**src/rtl/stat_rec_pkg.sv**
```systemverilog
package stat_rec_pkg;
  localparam int unsigned FLAG_W = 1;
  localparam int unsigned ID_W   = 15;
  localparam int unsigned CAS_W  = 16;
  localparam int unsigned ERR_W  = 32;
  localparam int unsigned CLK_W  = 64;
  localparam int unsigned CNT_W  = 32;
  localparam int unsigned DUMP_W = 256;
  localparam int unsigned REC_W  = FLAG_W + ID_W + CAS_W + ERR_W + CLK_W
                                   + 4 * CNT_W + DUMP_W;

  // Field order from MSB down fixes the record layout.
  typedef struct packed {
    logic [DUMP_W-1:0] dump;
    logic [CNT_W-1:0]  end_oh;
    logic [CNT_W-1:0]  start_oh;
    logic [CNT_W-1:0]  n_wr;
    logic [CNT_W-1:0]  n_rd;
    logic [CLK_W-1:0]  n_clk;
    logic [ERR_W-1:0]  err;
    logic [CAS_W-1:0]  cas;
    logic [ID_W-1:0]   id;
    logic [FLAG_W-1:0] done;
  } rec_t;

  typedef struct packed {
    logic [CNT_W-1:0] end_oh;
    logic [CNT_W-1:0] start_oh;
    logic [CNT_W-1:0] n_wr;
    logic [CNT_W-1:0] n_rd;
    logic [CLK_W-1:0] n_clk;
    logic [ERR_W-1:0] err;
    logic [CAS_W-1:0] cas;
  } perf_t;
endpackage

```
**src/rtl/stat_seq_ctl.sv**
```systemverilog
module stat_seq_ctl
  import stat_rec_pkg::*;
(
  input  logic            clk,
  input  logic            rst_n,
  input  logic            test_rst_n,
  input  logic            start_i,
  input  logic            done_i,
  input  logic            force_i,
  output logic            run_o,
  output logic            clr_o,
  output logic            fin_o,
  output logic [ID_W-1:0] id_o
);
  logic            run_q, run_d;
  logic [ID_W-1:0] id_q, id_d;

  assign clr_o = test_rst_n & ~run_q & start_i;
  assign fin_o = test_rst_n & run_q & (done_i | force_i);
  assign run_o = run_q;
  assign id_o  = id_q;

  always_comb begin
    run_d = run_q;
    id_d  = id_q;
    if (!test_rst_n) begin
      run_d = 1'b0;
      id_d  = '0;
    end else begin
      if (clr_o) run_d = 1'b1;
      if (fin_o) begin
        run_d = 1'b0;
        id_d  = id_q + 1'b1;
      end
    end
  end

  always_ff @(posedge clk or negedge rst_n) begin
    if (!rst_n) begin
      run_q <= 1'b0;
      id_q  <= '0;
    end else begin
      run_q <= run_d;
      id_q  <= id_d;
    end
  end
endmodule

```
**src/rtl/stat_counters.sv**
```systemverilog
module stat_counters
  import stat_rec_pkg::*;
(
  input  logic             clk,
  input  logic             rst_n,
  input  logic             test_rst_n,
  input  logic             clr_i,
  input  logic             run_i,
  input  logic             rd_i,
  input  logic             wr_i,
  input  logic             rsp_i,
  input  logic             cas_i,
  input  logic [ERR_W-1:0] err_i,
  output perf_t            perf_o
);
  localparam int unsigned N_STRB = 2;

  logic                          req;
  logic [N_STRB-1:0]             strb;
  logic [N_STRB-1:0][CNT_W-1:0]  strb_cnt;
  logic                          wipe;

  assign req  = rd_i | wr_i;
  assign strb = {wr_i, rd_i};
  assign wipe = ~test_rst_n | clr_i;

  for (genvar g = 0; g < N_STRB; g++) begin : g_strb
    logic [CNT_W-1:0] q, d;
    always_comb begin
      d = q;
      if (wipe)                d = '0;
      else if (run_i && strb[g]) d = q + 1'b1;
    end
    always_ff @(posedge clk or negedge rst_n) begin
      if (!rst_n) q <= '0;
      else        q <= d;
    end
    assign strb_cnt[g] = d;
  end

  logic [CLK_W-1:0] clk_q, clk_d;
  logic [CNT_W-1:0] so_q, so_d, eo_q, eo_d, since_q, since_d;
  logic             seen_q, seen_d;
  logic [ERR_W-1:0] err_q, err_d;
  logic [CAS_W-1:0] cas_q, cas_d;

  always_comb begin
    clk_d   = clk_q;
    so_d    = so_q;
    eo_d    = eo_q;
    since_d = since_q;
    seen_d  = seen_q;
    err_d   = err_q;
    cas_d   = cas_q;
    if (wipe) begin
      clk_d   = '0;
      so_d    = '0;
      eo_d    = '0;
      since_d = '0;
      seen_d  = 1'b0;
      err_d   = '0;
      cas_d   = '0;
    end else if (run_i) begin
      clk_d = clk_q + 1'b1;
      if (!seen_q && !req) so_d = so_q + 1'b1;
      if (req) seen_d = 1'b1;
      if (req)        eo_d = '0;
      else if (rsp_i) eo_d = since_q + 1'b1;
      since_d = req ? '0 : since_q + 1'b1;
      err_d   = err_q | err_i;
      if (cas_i) cas_d = cas_q + 1'b1;
    end
  end

  always_ff @(posedge clk or negedge rst_n) begin
    if (!rst_n) begin
      clk_q   <= '0;
      so_q    <= '0;
      eo_q    <= '0;
      since_q <= '0;
      seen_q  <= 1'b0;
      err_q   <= '0;
      cas_q   <= '0;
    end else begin
      clk_q   <= clk_d;
      so_q    <= so_d;
      eo_q    <= eo_d;
      since_q <= since_d;
      seen_q  <= seen_d;
      err_q   <= err_d;
      cas_q   <= cas_d;
    end
  end

  always_comb begin
    perf_o.end_oh   = eo_d;
    perf_o.start_oh = so_d;
    perf_o.n_wr     = strb_cnt[1];
    perf_o.n_rd     = strb_cnt[0];
    perf_o.n_clk    = clk_d;
    perf_o.err      = err_d;
    perf_o.cas      = cas_d;
  end
endmodule

```
**src/rtl/stat_rec_pack.sv**
```systemverilog
module stat_rec_pack
  import stat_rec_pkg::*;
#(
  parameter int unsigned ADDR_W     = 64,
  parameter int unsigned LINE_BYTES = 64
) (
  input  logic              clk,
  input  logic              rst_n,
  input  logic              test_rst_n,
  input  logic              fin_i,
  input  logic [ID_W-1:0]   id_i,
  input  perf_t             perf_i,
  input  logic [DUMP_W-1:0] dump_i,
  input  logic [ADDR_W-1:0] base_i,
  output logic              valid_o,
  output logic [ADDR_W-1:0] addr_o,
  output logic [REC_W-1:0]  data_o
);
  localparam int unsigned LSB = $clog2(LINE_BYTES);

  logic              valid_q, valid_d;
  logic [ADDR_W-1:0] addr_q, addr_d;
  rec_t              rec_q, rec_d;

  always_comb begin
    valid_d = test_rst_n & fin_i;
    addr_d  = base_i;
    addr_d[LSB-1:0] = '0;
    rec_d.dump     = dump_i;
    rec_d.end_oh   = perf_i.end_oh;
    rec_d.start_oh = perf_i.start_oh;
    rec_d.n_wr     = perf_i.n_wr;
    rec_d.n_rd     = perf_i.n_rd;
    rec_d.n_clk    = perf_i.n_clk;
    rec_d.err      = perf_i.err;
    rec_d.cas      = perf_i.cas;
    rec_d.id       = id_i;
    rec_d.done     = 1'b1;
  end

  always_ff @(posedge clk or negedge rst_n) begin
    if (!rst_n) begin
      valid_q <= 1'b0;
      addr_q  <= '0;
      rec_q   <= '0;
    end else begin
      valid_q <= valid_d;
      if (fin_i) begin
        addr_q <= addr_d;
        rec_q  <= rec_d;
      end
    end
  end

  assign valid_o = valid_q;
  assign addr_o  = addr_q;
  assign data_o  = rec_q;
endmodule

```
**src/rtl/stat_rec_writer.sv**
```systemverilog
module stat_rec_writer
  import stat_rec_pkg::*;
#(
  parameter int unsigned ADDR_W     = 64,
  parameter int unsigned LINE_BYTES = 64
) (
  input  logic              clk,
  input  logic              rst_n,
  input  logic              test_rst_n,
  input  logic              start_i,
  input  logic              done_i,
  input  logic              force_i,
  input  logic              rd_req_i,
  input  logic              wr_req_i,
  input  logic              rsp_i,
  input  logic              cas_ok_i,
  input  logic [ERR_W-1:0]  err_set_i,
  input  logic [DUMP_W-1:0] err_dump_i,
  input  logic [ADDR_W-1:0] stat_base_i,
  output logic              wr_valid_o,
  output logic [ADDR_W-1:0] wr_addr_o,
  output logic [REC_W-1:0]  wr_data_o
);
  logic            run, clr, fin;
  logic [ID_W-1:0] id;
  perf_t           perf;

  stat_seq_ctl u_seq (
    .clk        (clk),
    .rst_n      (rst_n),
    .test_rst_n (test_rst_n),
    .start_i    (start_i),
    .done_i     (done_i),
    .force_i    (force_i),
    .run_o      (run),
    .clr_o      (clr),
    .fin_o      (fin),
    .id_o       (id)
  );

  stat_counters u_cnt (
    .clk        (clk),
    .rst_n      (rst_n),
    .test_rst_n (test_rst_n),
    .clr_i      (clr),
    .run_i      (run),
    .rd_i       (rd_req_i),
    .wr_i       (wr_req_i),
    .rsp_i      (rsp_i),
    .cas_i      (cas_ok_i),
    .err_i      (err_set_i),
    .perf_o     (perf)
  );

  stat_rec_pack #(
    .ADDR_W     (ADDR_W),
    .LINE_BYTES (LINE_BYTES)
  ) u_pack (
    .clk        (clk),
    .rst_n      (rst_n),
    .test_rst_n (test_rst_n),
    .fin_i      (fin),
    .id_i       (id),
    .perf_i     (perf),
    .dump_i     (err_dump_i),
    .base_i     (stat_base_i),
    .valid_o    (wr_valid_o),
    .addr_o     (wr_addr_o),
    .data_o     (wr_data_o)
  );
endmodule

```
**config.mk**
```make
export PLATFORM = sky130hd
export DESIGN_NAME = stat_rec_writer
export DESIGN_NICKNAME = d
export VERILOG_FILES = /design/src/rtl/stat_rec_pkg.sv /design/src/rtl/stat_seq_ctl.sv /design/src/rtl/stat_counters.sv /design/src/rtl/stat_rec_pack.sv /design/src/rtl/stat_rec_writer.sv
export SDC_FILE = /design/constraint.sdc
export NUM_CORES = 2
export LEC_CHECK = 0
export BUFFER_PORTS_ARGS = -buffer_cell sky130_fd_sc_hd__buf_4
export CAP_MARGIN = 30
export CORE_AREA = 4 4 362 364
export CTS_CLUSTER_DIAMETER = 100
export DETAILED_ROUTE_END_ITERATION = 10
export DIE_AREA = 0 0 366 368
export PLACE_DENSITY_LB_ADDON = 0.25
export SETUP_SLACK_MARGIN = 0.5
export SLEW_MARGIN = 20
export SYNTH_ARGS = -nofsm -noshare
export SYNTH_HDL_FRONTEND = slang
export SYNTH_SLANG_ARGS = --single-unit
```
**constraint.sdc**
```tcl
create_clock -name clk -period 2.3 [get_ports clk]
set_input_delay 0.23 -clock clk [delete_from_list [all_inputs] [get_ports clk]]
set_output_delay 0.23 -clock clk [all_outputs]
set_load 0.01 [all_outputs]
```
==> Yosys cells after proc, flatten, opt, wreduce, memory -nomap -nowiden <==
Cells that the tools add are included.
{ "totals": {"out_inout_bits": 577, "inputBits": 362, "word_cells": 80, "register_bits": 860} }
{ "op_classes": {"n_eq_ne": 2, "n_addsub": 7, "mux": 29, "bitwise": 11, "n_reduce_logical": 8} }
{ "ops": {"columns": ["operator", "n"], "rows": [
  ["$mux 32", 16],
  ["$add 32x1->32 const B", 4],
  ["$mux 64", 2],
  ["$add 64x1->64 const B", 1],
  ["$mux 16", 3],
  ["$or 32x32->32", 1],
  ["$mux 15", 2],
  ["$add 16x1->16 const B", 1],
  ["$add 15x1->15 const B", 1],
  ["$mux 1", 6],
  ["$and 1x1->1", 5],
  ["$reduce_bool 2->1", 2],
  ["$logic_and 1x1->1", 3],
  ["$ne 3x1->1 const B", 1],
  ["$or 1x1->1", 3],
  ["$logic_not 1->1", 2],
  ["$ne 2x1->1 const B", 1],
  ["$not 1->1", 2],
  ["$reduce_and 2->1", 1]
]} }

==> Logic depth before layout (Yosys ltp) <==
{ "depth": {"ltp_word": 6, "ltp_mapped": 10} }

==> Hierarchy <==
A second synthesis with hierarchy kept.
{ "unflattened": {"cells_unflattened": 2715, "area_unflattened_um2": 36105.9} }
{ "modules_own_cells": {"columns": ["mod", "cells_each", "area_each_um2", "instances", "seq_area_each_um2"], "rows": [
  ["stat_rec_pack", 1213, 21996.1, 1, 14288.7],
  ["stat_counters", 1420, 13316.5, 1, 6831.6],
  ["stat_seq_ctl", 82, 793.3, 1, 400.4]
]} }

==> Worst setup path before layout <==
Ideal clock, no wire load.
{ "synth_path": {"path_type": "reg-to-reg", "startpoint": "register u_cnt.clk_q[31]", "endpoint": "register u_cnt.clk_q[49]", "path_stages_with_launch": 9, "path_buffers": 3, "setup_slack_ns": -0.110, "setup_ns": 0.066, "required_time_ns": 2.234, "arrival_ns": 2.344, "cell_sequence": "dfrtp_1 -> clkbuf_1 -> nand4_1 -> or4_1 -> buf_2 -> or4_4 -> buf_6 -> or4_1 -> nand2_1"} }
{ "synth_lines": {"columns": ["element", "line", "source"], "rows": [
  ["start, declared", "stat_counters.sv:41", "logic [CLK_W-1:0] clk_q, clk_d;"],
  ["start signal, assigned", "stat_counters.sv:85", "clk_q <= clk_d;"]
]} }

==> Worst setup path in the final report <==
{ "layout_path": {"startpoint": "register u_cnt.clk_q[32]", "endpoint": "register u_pack.rec_q (netlist bit u_pack.data_o[124])"} }
{ "layout_between": {"elab_chain_cells": 3} }
{ "layout_lines": {"columns": ["element", "line", "source"], "rows": [
  ["$add 64x1->64", "stat_counters.sv:64", "clk_d = clk_q + 1'b1;"],
  ["$mux 64", "stat_counters.sv:63", "end else if (run_i) begin"],
  ["$mux 64", "stat_counters.sv:55", "if (wipe) begin"],
  ["end signal, assigned", "stat_rec_pack.sv:50", "rec_q <= rec_d;"],
  ["end, declared", "stat_rec_pack.sv:23", "rec_t rec_q, rec_d;"]
]} }
No other way between the ends.
A chain may end at the register's enable or synchronous reset.

==> metrics <==
max_slew headroom=37.2%; Root Driver=clkbuf_16; leakage power=about 32 nW; routed len/inst=between 20 and 25 um; met1 usage=between 20 and 30%; post-route ant nets=0; CTS tree=done; type of origin of the critical path=flip-flop; port bufs=926; Power, Total=approximately 43 mW; CTS HTree Levels=3; r2r startpoint=u_cnt.clk_q[32]$_DFF_PN0_; core area=127000 sq um; maximum vdd ir drop=~0.55 mV; Yosys warnings=0; grt met3 use=5.93%; Synth Instances=approximately 3800; Final HPWL DP=95800 um; Critical Path AT=2.75 ns; Skew-Pair Late Insertion Delay=around 0.72 ns; cell class contributing the biggest share of worst-path delay=simple AND/OR/NAND/NOR gates; Compound-Gate Fraction of Synth Area=6.84%; Synth Area in Simple Gates=24.1%; capturing point of the worst reg2reg path=u_pack.data_o[124]$_DFFE_PN0P_; Synth area leader=dfrtp_1; Worst Path Class, Setup=reg2reg; clock sink total=860; worst slew pin tran=0.939 ns; IO Pins=around 940; grt total ovfl=0; max cap viols=0; Buf+Inv Stages, Crit Path=2; min-delay worst type=in2reg; Layout area overhead=84.5%; min-delay src=test_rst_n; Synth area leaders=dfrtp_1 60%, nand2_1 14%, nor2_1 2.9%, xnor2_1 2.8%, o21ai_0 2.5%; setup TNS=0 ns; ordered list of cells on the worst path=buf_4 -> buf_6 -> nand4_1 -> or4_1 -> or4_4 -> o21ai_4 -> a31oi_4; diode count=0; ys async rst share=between 90% and 100%; routability congestion estimate=0.919; global-route wire length before repair=between 200000 and 250000 um; worst hold stages=4; post-synthesis mux area share=1.04%; flop2flop setup slack=0.12 ns; slowest stage cell, crit path=or4_1; die width=between 300 and 400 um; final setup vio count=0; DRC=0; fmax=roughly 0.46 GHz; Chip Height=~370 um; endpoint class of the critical path=flip-flop; CTS Buffer Depth=3; vias per cell=4.86; xor/xnor share of the synthesized area=under 10%; total count of max-transition violations in the final report=0; Initial Utilization=28.1%; period utilization=94.7%; Clk pin slew, worst setup/hold paths=0.07 ns; GR Util met2=between 30 and 40%; outcome=finished clean; RSZ-0062 raised after global routing=true; Synth Cell Area=between 30000 and 40000 sq um; via count=35300; drt total wl=163000 um; first drt pass iteration count=5; top-area cell type share of the netlist area=60.1%; number of flops mapped to enable cells by yosys=0; number of global-route vias before repair=34100; skew final=0.0330 ns; crit-path max FO=5; site row count=roughly 130; die footprint=135000 sq um; nets=5884; Post-Synth Adder-Cell Area=0.245%; total CTS buffers=102; Avg Cell Area, Syn=9.47 sq um; total track usage=around a fifth; antenna violations before repair=2; pwr/cell area=644 nW/um^2; Tmin final=2.18 ns; Yosys reg bits=860; post-synthesis sequential area ratio=60.1%; gr busiest metal=met2; share of cells above drive strength 1=47.9%; Main synth FF type=dfrtp_1; max incr delay on CP=0.52 ns; worst hold path endpoint=u_cnt.since_q[11]$_DFFE_PN0P_; main combinational cell family by area after synthesis=simple AND/OR/NAND/NOR gates; Iter 0 DRT Violations=2530; largest net degree at the start of global routing=99; Synth cell types=63; total count of hold-check failures in the final report=0; FF-to-FF path depth=7; Critical Path RT=2.87 ns
[where the power goes]
| group | switching [mW] | internal, mW | total, mW |
|---|---|---|---|
| registers | 1.05 | 16.5 | 17.5 |
| logic | 4.21 | 4.23 | 8.43 |
| clock network | 6.91 | 9.67 | 16.6 |
| total | 12.2 | 30.4 | 42.5 |
[tightest hold or removal path: cells and delay by family]
kind / cells / cell delay (ns)
buf+inv: 1 / 0.13
simple gates: 3 / 0.38
[layout make-up]
| class | count | area [sq um] |
|---|---|---|
| multi-input cells | 2667 | 19400 |
| clock inverters | 35 | 398 |
| repair buffers | 1854 | 19400 |
| clock buffers | 150 | 3010 |
| inverters | 26 | 124 |
| fillers | 10800 | 61300 |
| well taps | 1662 | 2080 |
| repair inverters | 4 | 110 |
| flip-flops and latches | 860 | 21600 |
[registers in the layout, summed over array words and instances (netlist names)]
signal	count
u_cnt.g_strb.q	64
u_cnt.cas_q	16
u_pack.valid_o	1
u_cnt.seen_q	1
u_pack.data_o	512
u_cnt.err_q	32
u_cnt.clk_q	64
u_cnt.eo_q	32
u_pack.addr_o	58
u_seq.run_o	1
u_cnt.since_q	32
u_cnt.so_q	32
u_seq.id_o	15
[cell usage after synthesis (3+ instances only)]
cell,count
inv_1,26
ha_1,7
nor4_1,49
nor2b_1,5
and4_1,41
xor2_1,81
or3_1,5
buf_1,18
or4_1,11
nand3_1,91
clkbuf_1,203
and2_1,36
nand2b_1,6
o211ai_1,5
nand4b_1,3
nand3b_1,3
a22o_1,4
nor3_1,40
and3_1,37
nor3b_1,3
dfrtp_1,860
mux2i_1,18
o21ai_0,177
nand4_1,76
o21a_1,3
xnor2_1,116
a211oi_1,5
a31oi_1,18
nand2_1,1318
mux2_2,17
o31ai_1,82
buf_4,6
o22ai_1,13
buf_2,6
a31o_2,4
a21boi_0,5
nor2_1,272
a22oi_1,5
a21oi_1,75
[layer usage]
| layer | share of wire, % | routed length (um) |
|---|---|---|
| met4 | 3.1 | 5130 |
| met1 | 41 | 66700 |
| met2 | 49 | 79400 |
| met3 | 7.4 | 12100 |
| met5 | 0.0080 | 13 |
[kinds of logic (layout without fill, tap and decap cells)]
family,count (synthesis),after routing
AO/OA/AOI/OAI,411,411
XOR/XNOR,197,197
adder cells (fa/ha/maj),7,7
buffers and inverters,260,2069
flip-flops,860,860
multiplexers,35,35
other,1,6
AND/OR/NAND/NOR,2010,2011
[cells in the final DEF, fill, tap and decap left out, types with 97 or more instances in the layout]
cell / Yosys / layout
nand2_4: 0 / 199
dlygate4sd3_1: 0 / 358
buf_6: 1 / 105
clkbuf_16: 0 / 157
buf_4: 6 / 1115
nor2_1: 272 / 235
dfrtp_1: 860 / 837
buf_12: 0 / 97
nand2_1: 1318 / 801
nand2_2: 0 / 306
[stage by stage]
stage	util [%]	cell area [sq um]	worst slack, ns	hold WS (ns)	std cells
after global placement	36.4	46400	-0.0781	0.186	6329
after global routing	51.9	66100	0.0737	0.0484	7258
after CTS	45.3	57700	0.174	0.000791	7060
final	51.9	66100	0.121	0.0687	7258
after floorplan	-	36400	0.0386	-0.0656	3786
after detailed placement	36.4	46400	-0.0792	0.189	6329
[worst max path at each step]
stage	start	endpoint	cells past startpoint
6_report	u_cnt.clk_q[32]$_DFF_PN0_	u_pack.data_o[124]$_DFFE_PN0P_	7
3_5_place_dp	u_seq.run_o$_DFFE_PN0P_	u_pack.data_o[213]$_DFFE_PN0P_	8
4_1_cts	u_cnt.clk_q[32]$_DFF_PN0_	u_cnt.clk_q[53]$_DFF_PN0_	5
5_1_grt	u_cnt.clk_q[32]$_DFF_PN0_	u_pack.data_o[124]$_DFFE_PN0P_	7
2_1_floorplan	u_cnt.clk_q[23]$_DFF_PN0_	u_cnt.clk_q[49]$_DFF_PN0_	8
3_3_place_gp	u_seq.run_o$_DFFE_PN0P_	u_pack.data_o[210]$_DFFE_PN0P_	7
[timing repair]
action,in CTS,in global routing
hold buffers,358,0
gates cloned,65,67
hold endpoints to repair,840,0
pin swaps,142,576
buffers inserted,123,131
setup endpoints to repair,851,822
gates resized for setup,347,1448
Power figures use the tool's default switching activity.
